$ cat src/rtl/e3am_pkg.sv
package e3am_pkg;
  localparam int REG_AW = 4;
  localparam int REG_DW = 8;

  localparam logic [REG_AW-1:0] ADDR_STATUS  = 4'h1;
  localparam logic [REG_AW-1:0] ADDR_IRQ_EN  = 4'h2;
  localparam logic [REG_AW-1:0] ADDR_IRQ_STS = 4'h3;

  // status register fields
  localparam int ST_FERF = 0;
  localparam int ST_AIS  = 3;
  localparam int ST_SEL  = 4;
  localparam int ST_LOS  = 5;
  localparam int ST_LOF  = 6;

  // interrupt status fields
  localparam int IS_AIS  = 0;
  localparam int IS_LOS  = 1;
  localparam int IS_LOF  = 2;
  localparam int IS_FERF = 5;
  localparam logic [REG_DW-1:0] IS_USED = 8'h27;

  typedef struct packed {
    logic frameLow;
    logic frameHigh;
    logic frameAOne;
    logic frameAZero;
    logic aisForce;
    logic rdIrq;
    logic wrCfg;
    logic wrIrqEn;
  } ctlStrobes_t;
endpackage

$ cat src/rtl/e3am_ctrl.sv
module e3am_ctrl
  import e3am_pkg::*;
#(
  parameter int ZCW          = 11,
  parameter int AIS_ZERO_MIN = 8
) (
  input  logic              frameStrobe,
  input  logic [ZCW-1:0]    zeroCount,
  input  logic              aBit,
  input  logic              aisPatternIn,
  input  logic [REG_AW-1:0] regAddr,
  input  logic              regWrEn,
  input  logic              regRdEn,
  input  logic              aisState,
  input  logic              ferfState,
  input  logic              ferfSel,
  input  logic              losIn,
  input  logic              lofIn,
  input  logic [REG_DW-1:0] irqStat,
  input  logic [REG_DW-1:0] irqEn,
  output ctlStrobes_t       ctl,
  output logic [REG_DW-1:0] regRdData
);
  localparam logic [ZCW-1:0] ZMIN = ZCW'(AIS_ZERO_MIN);

  logic lowZero;
  assign lowZero = zeroCount < ZMIN;

  always_comb begin
    ctl            = '0;
    ctl.frameLow   = frameStrobe && lowZero;
    ctl.frameHigh  = frameStrobe && !lowZero;
    ctl.frameAOne  = frameStrobe && aBit;
    ctl.frameAZero = frameStrobe && !aBit;
    ctl.aisForce   = aisPatternIn;
    ctl.rdIrq      = regRdEn && (regAddr == ADDR_IRQ_STS);
    ctl.wrCfg      = regWrEn && (regAddr == ADDR_STATUS);
    ctl.wrIrqEn    = regWrEn && (regAddr == ADDR_IRQ_EN);
  end

  always_comb begin
    regRdData = '0;
    unique case (regAddr)
      ADDR_STATUS: begin
        regRdData[ST_FERF] = ferfState;
        regRdData[ST_AIS]  = aisState;
        regRdData[ST_SEL]  = ferfSel;
        regRdData[ST_LOS]  = losIn;
        regRdData[ST_LOF]  = lofIn;
      end
      ADDR_IRQ_EN:  regRdData = irqEn;
      ADDR_IRQ_STS: regRdData = irqStat & IS_USED;
      default:      regRdData = '0;
    endcase
  end
endmodule

$ cat src/rtl/e3am_datapath.sv
module e3am_datapath
  import e3am_pkg::*;
#(
  parameter int AIS_CLR_FRAMES = 2,
  parameter int FERF_SHORT     = 3,
  parameter int FERF_LONG      = 5
) (
  input  logic              clk,
  input  logic              rstN,
  input  ctlStrobes_t       ctl,
  input  logic [REG_DW-1:0] wrData,
  input  logic              losIn,
  input  logic              lofIn,
  output logic              aisState,
  output logic              ferfState,
  output logic              ferfSel,
  output logic [REG_DW-1:0] irqStat,
  output logic [REG_DW-1:0] irqEn,
  output logic              irqOut
);
  localparam int ACW = $clog2(AIS_CLR_FRAMES + 1);
  localparam int FCW = $clog2(FERF_LONG + 1);
  localparam logic [ACW-1:0] ACLR_LAST = ACW'(AIS_CLR_FRAMES - 1);
  localparam logic [FCW-1:0] FSHORT_LAST = FCW'(FERF_SHORT - 1);
  localparam logic [FCW-1:0] FLONG_LAST  = FCW'(FERF_LONG - 1);

  logic [ACW-1:0] aisRun, aisRunNext;
  logic [FCW-1:0] ferfRun, ferfRunNext;
  logic aisNext, ferfNext;
  logic losPrev, lofPrev;
  logic [REG_DW-1:0] evMask, irqStatNext;
  logic ferfMismatch, ferfMatch;
  logic [FCW-1:0] ferfLast;
  logic evAny;

  // AIS run logic
  always_comb begin
    aisNext    = aisState;
    aisRunNext = aisRun;
    if (ctl.aisForce || ctl.frameLow) begin
      aisNext    = 1'b1;
      aisRunNext = '0;
    end else if (ctl.frameHigh && aisState) begin
      if (aisRun >= ACLR_LAST) begin
        aisNext    = 1'b0;
        aisRunNext = '0;
      end else begin
        aisRunNext = aisRun + 1'b1;
      end
    end
  end

  // FERF run logic
  assign ferfLast     = ferfSel ? FLONG_LAST : FSHORT_LAST;
  assign ferfMismatch = ferfState ? ctl.frameAZero : ctl.frameAOne;
  assign ferfMatch    = ferfState ? ctl.frameAOne  : ctl.frameAZero;

  always_comb begin
    ferfNext    = ferfState;
    ferfRunNext = ferfRun;
    if (ferfMismatch) begin
      if (ferfRun >= ferfLast) begin
        ferfNext    = !ferfState;
        ferfRunNext = '0;
      end else begin
        ferfRunNext = ferfRun + 1'b1;
      end
    end else if (ferfMatch) begin
      ferfRunNext = '0;
    end
  end

  // interrupt events
  always_comb begin
    evMask          = '0;
    evMask[IS_AIS]  = aisNext != aisState;
    evMask[IS_LOS]  = losIn != losPrev;
    evMask[IS_LOF]  = lofIn != lofPrev;
    evMask[IS_FERF] = ferfNext != ferfState;
  end
  assign evAny       = |evMask;
  assign irqStatNext = ((ctl.rdIrq ? '0 : irqStat) | evMask) & IS_USED;

  always_ff @(posedge clk) begin
    if (!rstN) begin
      aisState  <= 1'b0;
      aisRun    <= '0;
      ferfState <= 1'b0;
      ferfRun   <= '0;
      ferfSel   <= 1'b0;
      losPrev   <= 1'b0;
      lofPrev   <= 1'b0;
      irqStat   <= '0;
      irqEn     <= '0;
    end else begin
      aisState  <= aisNext;
      aisRun    <= aisRunNext;
      ferfState <= ferfNext;
      ferfRun   <= ferfRunNext;
      losPrev   <= losIn;
      lofPrev   <= lofIn;
      irqStat   <= irqStatNext;
      if (ctl.wrCfg)   ferfSel <= wrData[ST_SEL];
      if (ctl.wrIrqEn) irqEn   <= wrData;
    end
  end

  assign irqOut = |(irqStat & irqEn);


  ais_declare_chk: assert property (@(posedge clk) disable iff (!rstN)
    (ctl.frameLow || ctl.aisForce) |=> aisState);


  ais_clear_chk: assert property (@(posedge clk) disable iff (!rstN)
    $fell(aisState) |-> ($past(ctl.frameHigh) && !$past(ctl.aisForce)));


  ferf_rise_chk: assert property (@(posedge clk) disable iff (!rstN)
    $rose(ferfState) |-> $past(ctl.frameAOne));


  ferf_fall_chk: assert property (@(posedge clk) disable iff (!rstN)
    $fell(ferfState) |-> $past(ctl.frameAZero));


  irq_clear_chk: assert property (@(posedge clk) disable iff (!rstN)
    (ctl.rdIrq && !evAny) |=> (irqStat == '0));


  irq_keep_chk: assert property (@(posedge clk) disable iff (!rstN)
    (aisNext != aisState) |=> irqStat[IS_AIS]);


  ferf_run_chk: assert property (@(posedge clk) disable iff (!rstN)
    ferfRun <= FLONG_LAST);
endmodule

$ cat src/rtl/e3_alarm_monitor.sv
module e3_alarm_monitor
  import e3am_pkg::*;
#(
  parameter int ZCW            = 11,
  parameter int AIS_ZERO_MIN   = 8,
  parameter int AIS_CLR_FRAMES = 2,
  parameter int FERF_SHORT     = 3,
  parameter int FERF_LONG      = 5
) (
  input  logic              clk,
  input  logic              rstN,
  input  logic              frameStrobe,
  input  logic [ZCW-1:0]    zeroCount,
  input  logic              aBit,
  input  logic              aisPatternIn,
  input  logic              losIn,
  input  logic              lofIn,
  input  logic [REG_AW-1:0] regAddr,
  input  logic              regWrEn,
  input  logic              regRdEn,
  input  logic [REG_DW-1:0] regWrData,
  output logic [REG_DW-1:0] regRdData,
  output logic              rxAisPin,
  output logic              irqOut
);
  ctlStrobes_t ctl;
  logic aisState, ferfState, ferfSel;
  logic [REG_DW-1:0] irqStat, irqEn;

  e3am_ctrl #(.ZCW(ZCW), .AIS_ZERO_MIN(AIS_ZERO_MIN)) uCtrl (
    .frameStrobe(frameStrobe), .zeroCount(zeroCount), .aBit(aBit),
    .aisPatternIn(aisPatternIn), .regAddr(regAddr), .regWrEn(regWrEn),
    .regRdEn(regRdEn), .aisState(aisState), .ferfState(ferfState),
    .ferfSel(ferfSel), .losIn(losIn), .lofIn(lofIn), .irqStat(irqStat),
    .irqEn(irqEn), .ctl(ctl), .regRdData(regRdData)
  );

  e3am_datapath #(.AIS_CLR_FRAMES(AIS_CLR_FRAMES), .FERF_SHORT(FERF_SHORT),
                  .FERF_LONG(FERF_LONG)) uDp (
    .clk(clk), .rstN(rstN), .ctl(ctl), .wrData(regWrData),
    .losIn(losIn), .lofIn(lofIn), .aisState(aisState),
    .ferfState(ferfState), .ferfSel(ferfSel), .irqStat(irqStat),
    .irqEn(irqEn), .irqOut(irqOut)
  );

  assign rxAisPin = aisState;
endmodule

$ cat config.mk
export PLATFORM = sky130hd
export DESIGN_NAME = e3_alarm_monitor
export DESIGN_NICKNAME = d
export VERILOG_FILES = /design/src/rtl/e3am_pkg.sv /design/src/rtl/e3am_ctrl.sv /design/src/rtl/e3am_datapath.sv /design/src/rtl/e3_alarm_monitor.sv
export SDC_FILE = /design/constraint.sdc
export NUM_CORES = 1
export LEC_CHECK = 0
export BUFFER_PORTS_ARGS = -buffer_cell sky130_fd_sc_hd__buf_2
export CORE_ASPECT_RATIO = 0.9
export CORE_MARGIN = 5
export CORE_UTILIZATION = 56
export CTS_BUF_LIST = sky130_fd_sc_hd__clkbuf_4
export CTS_CLUSTER_DIAMETER = 30
export DETAILED_ROUTE_END_ITERATION = 8
export PLACE_DENSITY = 0.87
export RECOVER_POWER = 50
export SLEW_MARGIN = 20
export SYNTH_ARGS = -nofsm -noshare
export SYNTH_HDL_FRONTEND = slang
export SYNTH_HIERARCHICAL = 1
export SYNTH_SLANG_ARGS = --single-unit
$ cat constraint.sdc
create_clock -name clk -period 2.65 [get_ports clk]
set_input_delay 0.3975 -clock clk [delete_from_list [all_inputs] [get_ports clk]]
set_output_delay 0.3975 -clock clk [all_outputs]
set_load 0.02 [all_outputs]
* Yosys cells after proc, flatten, opt, wreduce, memory -nomap -nowiden
Cells that the tools add are included. W data, S select, Z words.
Storage, ports and cells: register bits 22, input port bits 32, output and inout bits 10, word-level logic and storage cells 56
Operators by class: $add $sub $neg 2, magnitude comparators 3, equal/unequal tests 7, muxes and demuxes 17, bitwise operators 3, reduce and logical (&&, ||, !) cells 15
Operators with widths (number):
- $mux W3 | 4
- $pmux W4 S3 | 1
- $lt A11 B4 Y1 const B | 1
- $and A6 B8 Y8 | 1
- $eq A4 B2 Y1 const B | 2
- $logic_and A1 B1 Y1 | 8
- $mux W1 | 8
- $reduce_or A8 Y1 | 1
- $mux W6 | 1
- $or A6 B6 Y6 | 1
- $eq A4 B1 Y1 const B | 1
- $ne A1 B1 Y1 | 4
- $pmux W2 S2 | 1
- $add A3 B1 Y3 const B | 1
- $ge A3 B3 Y1 | 1
- $logic_not A1 Y1 | 3
- $pmux W1 S3 | 1
- $add A2 B1 Y2 const B | 1
- $ge A2 B1 Y1 const B | 1
- $mux W2 | 1
- $reduce_bool A2 Y1 | 1
- $reduce_or A2 Y1 | 1
- $logic_or A1 B1 Y1 | 1
- $not A1 Y1 | 1

* Logic depth before layout (Yosys ltp)
Gate-level depths: netlist (run 1).
word-level depth 8, mapped depth 6, gate-level depth less buffers 5

* Hierarchy
The synthesis (run 1) kept the hierarchy.
By module, submodules not included:
- e3am_datapath | times used 1, cells each 110, area an instance 1037.2 µm², seq. area each 440.4 µm²
- e3am_ctrl | times used 1, cells each 38, area an instance 259.0 µm², seq. area each 0.0 µm²

* Least setup slack after synthesis (run 1)
OpenSTA, ideal clock, no wires.
path type input -> output, start input port regAddr[3], end output port regRdData[0], data arrival time 1.346 ns, data required time 2.253 ns, path slack 0.906 ns, stages 3, path buffers 1, path through or2_2 > clkbuf_1 > a211oi_1
Between the ends: cells in the longest elaborated chain, start to end 2, elaborated cells on any way between the ends 4, those cells by class 3 x eq/ne; 1 x mux
Ends and longest elaborated chain:
- from (decl) | RTL line e3_alarm_monitor.sv:18 | input logic [REG_AW-1:0] regAddr,
- $eq A4 B2 Y1 / $eq A4 B1 Y1 (equally long branches) | RTL line e3am_ctrl.sv:43 | unique case (regAddr)
- $pmux W1 S3 (*) | RTL line e3am_ctrl.sv:43
- to (decl) | RTL line e3_alarm_monitor.sv:22 | output logic [REG_DW-1:0] regRdData,
Every way passes the cells marked *; elsewhere a longest branch is shown, timed or not.

==> results_dict.tcl, run 1 <==
set metrics [dict create \
    die_width_um 60.1 \
    routedWlPerCell_um 14.4 \
    synth_cells 143 \
    maxSlewHeadroom 0.643 \
    worstSetupEndpointType "flop" \
    post_cts_buffers 0 \
    cap_violations 0 \
    holdBufCountCts 0 \
    via_count 1154 \
    hold_violations 0 \
    n_fill_cell 195 \
    insertion_delay_ps 310 \
    slew_violations 0 \
    crit_type "input pin to flop" \
    fin_crit_sh 0.757 \
    fp.dieArea_sq_mm 0.00331 \
    first_iter_violations 60 \
    die_y_um 55.0 \
    antenna_found_initial 0 \
    dp.cells 201 \
    holdPathStages 3 \
    vias_per_cell 5.63 \
    first_pass_iters 4 \
    clockBufferDepth 2 \
    dp_hpwl_um 2330 \
    io_buffers 38 \
    num_antenna_cells 0 \
    grt_overflow 0 \
    layout-drive-gt1-share 0.230 \
    rsz0062_at_grt "false" \
    grtUsageMet3 0.0441 \
    stdcell_area_sq_mm 0.00144 \
    period_needed_ps 2010 \
    clk_pin_slew_ps 120 \
    remaining_drc_errors 0 \
    nNetsFinal 216 \
    dp_slack_ps 666 \
    synth_warnings 6 \
    leakagePower_uw 0.000595 \
    gr-usage-all-layers 0.196 \
    power_density_mw_per_mm2 421 \
    finalSetupViolations 0 \
    syn_area_per_cell_sq_um 8.83 \
    post_cts.resized_instances 0 \
    fmax_mhz 499 \
    cts_tree "built" \
    use_met2 0.356 \
    final_cells 205 \
    first_global_vias 1112 \
    rows 16 \
    hold-worst-slack_ps 309 \
    busiest_layer "met2" \
    ir_drop_uv 390 \
    start_kind "input pin" \
    clock_sinks 22 \
    cts_buffers 3 \
    finClkSkew_ps 10.6 \
    gr-usage-met1 0.228 \
    ctsRootBufferMaster "clkbuf_4" \
    postRouteAntennaNets 0 \
    initial_core_util 0.584 \
    grt_max_degree 17 \
    status "finished clean" \
    grt_pass1_wl_um 4810 \
    ioPinCount 42 \
    tightest_slew_ps 535 \
    cts-htree-levels 1 \
    totalWireLength_um 2960 \
    worst_r2r_path_depth 5 \
    required_ps 2830 \
    cp_max_fo 12 \
    fin_tns_setup_ps 0 \
    core_sq_mm 0.00216 \
    place_area_sq_mm 0.00144 \
    setup_slack_ps 645 \
    syn-cell-area_sq_mm 0.00126 \
    area_growth_pct 13.9 \
    synth_fp_nets 180 \
    gp_congestion 0.775 \
    min_path_type "input pin to flop" \
    cp.arrival_ps 2190 \
]
-- layer usage --
layer / vias to the layer above / part of all wire
met2: 37 / 0.50
met4: 0 / 0.014
met3: 6 / 0.066
met5: - / 0
met1: 541 / 0.42
li1: 570 / -
-- report_power, final --
group	internal (uW)	switching (uW)	total (uW)
clock network	55.1	102	157
logic	43.3	51.6	95.0
registers	343	10.6	353
-- state kept, by name, indices dropped and copies added, names as in the netlist --
signal / cells
uDp/aisState: 1
uDp/ferfState: 1
uDp/lofPrev: 1
uDp/ferfSel: 1
uDp/losPrev: 1
uDp/aisRun: 2
uDp/irqEn: 8
uDp/ferfRun: 3
uDp/irqStat: 4
-- cell type report --
cell class	instances	area (sq um)	area share
clock buffers	3	22.5	0.0157
clock inverters	1	3.75	0.00261
inverters	8	30.0	0.0209
multi-input cells	105	714	0.497
flip-flops and latches	22	440	0.306
well taps	27	33.8	0.0235
repair buffers	39	193	0.134
-- worst max-delay path, cell delays in order --
cell and delay (ps):
clkbuf_1 340, or3b_1 490, nor3b_1 400, buf_4 260, mux2i_1 240, nor2_1 70
-- path summary, 6_finish.rpt --
kind / start / end / slack [ps]
setup / recovery: regAddr[1] / uDp/irqEn[0] / 640
hold / removal: regWrData[6] / uDp/irqEn[6] / 310
setup reg to reg: uDp/ferfSel / uDp/irqStat[5] / 1150
hold reg to reg: uDp/aisRun[1] / uDp/aisRun[1] / 470
-- cell usage in the layout, fill, tap and decap left out, types with 2 or more instances in the layout --
master	instances
nor2b_1	4
a211oi_1	2
xnor2_1	2
and2_1	3
nand3b_1	8
mux2i_1	13
clkbuf_4	3
nor4_1	3
nand3_1	3
nor2_1	14
dfxtp_1	22
clkbuf_1	4
nand2_1	8
a21oi_1	12
nand2b_1	4
a22oi_1	2
nand4_1	2
buf_2	34
inv_1	8
o31ai_1	4
ha_1	5
-- metrics by stage --
| step | total power, uW | utilization |
|---|---|---|
| floorplan | 424 | - |
| detailed placement | 459 | 0.668 |
| CTS | 612 | 0.680 |
| global route | 643 | 0.665 |
| global placement | 453 | 0.668 |
| finish | 605 | 0.665 |
Power figures use the tool's default switching activity.
==> run 2, diff against run 1 <==
--- a/config.mk
+++ b/config.mk
@@ -8,11 +8,11 @@
 export BUFFER_PORTS_ARGS = -buffer_cell sky130_fd_sc_hd__buf_2
 export CORE_ASPECT_RATIO = 0.9
 export CORE_MARGIN = 5
-export CORE_UTILIZATION = 56
+export CORE_UTILIZATION = 52
 export CTS_BUF_LIST = sky130_fd_sc_hd__clkbuf_4
 export CTS_CLUSTER_DIAMETER = 30
 export DETAILED_ROUTE_END_ITERATION = 8
-export PLACE_DENSITY = 0.87
+export PLACE_DENSITY = 0.82
 export RECOVER_POWER = 50
 export SLEW_MARGIN = 20
 export SYNTH_ARGS = -nofsm -noshare
==> constraint.sdc (replaced) <==
create_clock -name clk -period 1.9 [get_ports clk]
set_input_delay 0.285 -clock clk [delete_from_list [all_inputs] [get_ports clk]]
set_output_delay 0.285 -clock clk [all_outputs]
set_load 0.02 [all_outputs]
==> run 2 against run 1 <==
Net effect: core utilization shrank 4.6 points; wire length shrank 4.5%; critical path type unchanged; largest power group unchanged; clock-buffer cell count unchanged; sequential power increased by 39%; highest routed layer unchanged; clock power grew 120%.
==> results_dict.tcl, run 2 (same netlist as run 1, synthesis figures left out) <==
set metrics [dict create \
    cp_max_fo 12 \
    num_antenna_cells 0 \
    rsz0062_at_grt "false" \
    finClkSkew_ps 5.47 \
    antenna_found_initial 0 \
    cts_tree "built" \
    initial_core_util 0.530 \
    grt_max_degree 17 \
    cp.arrival_ps 1820 \
    layout_commonest_cell "buf_2" \
    insertion_delay_ps 300 \
    worstSetupEndpointType "flop" \
    grt_pass1_wl_um 4690 \
    fin_crit_sh 0.857 \
    totalWireLength_um 2820 \
    regMostFlops "uDp/irqEn" \
    mostFrequentLayoutCells "34 x buf_2, 22 x dfxtp_1, 14 x nor2_1" \
    fp.dieArea_sq_mm 0.00351 \
    ctsRootBufferMaster "clkbuf_4" \
    remaining_drc_errors 0 \
    clkPwrFrac 0.361 \
    maxSlewHeadroom 0.649 \
    place_area_sq_mm 0.00145 \
    first_iter_violations 35 \
    setup_slack_ps 272 \
    startpoint "regAddr[1]" \
    clockBufferDepth 2 \
    internal-power_uw 752 \
    postRouteAntennaNets 0 \
    gr-usage-all-layers 0.172 \
    cap_violations 0 \
    critPathSlowestCell "or3b_1" \
    io_buffers 38 \
    vias_per_cell 5.43 \
    cp_num_cells 6 \
    first_global_vias 1129 \
    ioPinCount 42 \
    finalSetupViolations 0 \
    rrSetupSlack_ps 420 \
    required_ps 2090 \
    largest_register_ffs 8 \
    hold-worst-slack_ps 207 \
    fin_tns_setup_ps 0 \
    path_cells "buf_2, or3b_1, nor3b_1, clkbuf_1, mux2i_1, nor2_1" \
    grt_overflow 0 \
    clock_sinks 22 \
    routedWlPerCell_um 13.6 \
    rows 17 \
    min_path_type "input pin to flop" \
    start_kind "input pin" \
    switching_power_uw 225 \
    dp_hpwl_um 2300 \
    status "finished clean" \
    post_cts.resized_instances 0 \
    slew_violations 0 \
    nNetsFinal 217 \
    leakagePower_uw 0.000608 \
    worst_r2r_path_depth 5 \
    stdcell_area_sq_mm 0.00147 \
    tightest_slew_ps 526 \
    layout-drive-gt1-share 0.240 \
    worst-path-buf-inv 2 \
    via_count 1124 \
    cts-htree-levels 1 \
    die_y_um 56.7 \
    largestRegisters "uDp/irqEn: 8 flops, uDp/irqStat: 4 flops, uDp/ferfRun: 3 flops" \
    power.share.switching 0.230 \
    die_width_um 61.9 \
    comb_power_share 0.135 \
    seqPwrFrac 0.504 \
    clk_pin_slew_ps 120 \
    cts_buffers 3 \
    post_cts_buffers 0 \
    crit_type "input pin to flop" \
    ir_drop_uv 464 \
    max_stage_delay_ps 460 \
    critPathTopFamily "simple AND/OR/NAND/NOR gates" \
    fmax_mhz 614 \
    reg2reg_from "uDp/ferfSel" \
    reg2reg_to "uDp/ferfState" \
    period_needed_ps 1630 \
    first_pass_iters 4 \
    dp_slack_ps 188 \
    area_growth_pct 16.7 \
    cp-endpoint "uDp/irqEn[1]" \
    hold_start "regWrData[7]" \
    hold_violations 0 \
    power_density_mw_per_mm2 663 \
    gp_congestion 0.766 \
    core_sq_mm 0.00238 \
    holdBufCountCts 0 \
]
-- run 2: cell count changes in the layout (fill, tap and decap cells not counted), sizes merged --
cell,change
clkbuf,+1
bufinv,+1
clkinv,-1
-- run 2: power groups by stage --
stage                     combinational, uW  sequential [uW]  clock [uW]
after CTS                               139              492         359
final                                   132              492         353
after floorplan                        91.4              500           0
after global placement                  131              501           0
after global routing                    147              494         389
after detailed placement                138              502           0
-- run 2: routing by layer --
metal | global-route usage | up-vias | part of all wire
met5 | 0 | - | 0
met4 | 0.0394 | 0 | 0.011
met3 | 0.0437 | 4 | 0.063
met2 | 0.294 | 30 | 0.50
met1 | 0.209 | 515 | 0.42
li1 | - | 575 | -
-- run 2: metrics by stage --
stage,cells,util,total power [uW]
final,207,0.619,977
after global placement,203,0.610,632
after detailed placement,203,0.610,641
after floorplan,143,-,591
after global routing,207,0.619,1030
after CTS,207,0.632,990
-- run 2: area by class of cell --
class / instances / area [sq um]
clock inverters: 1 / 30.0
flip-flops and latches: 22 / 440
clock buffers: 3 / 22.5
well taps: 28 / 35.0
multi-input cells: 105 / 719
fillers: 227 / 908
inverters: 8 / 30.0
repair buffers: 40 / 196
-- run 2: worst min-delay path by stage --
stage                          endpoint  slack (ps)  depth (start not counted)
after floorplan             uDp/losPrev         410                          1
after global placement    uDp/aisRun[1]         440                          2
after detailed placement  uDp/aisRun[1]         450                          2
after CTS                  uDp/irqEn[7]         200                          3
after global routing       uDp/irqEn[5]         180                          3
final                      uDp/irqEn[7]         210                          3
-- run 2: tightest hold or removal path: cells and delay by family --
kind | cells | cell delay (ps)
buf+inv | 1 | 80
mux | 1 | 50
simple gates | 1 | 70
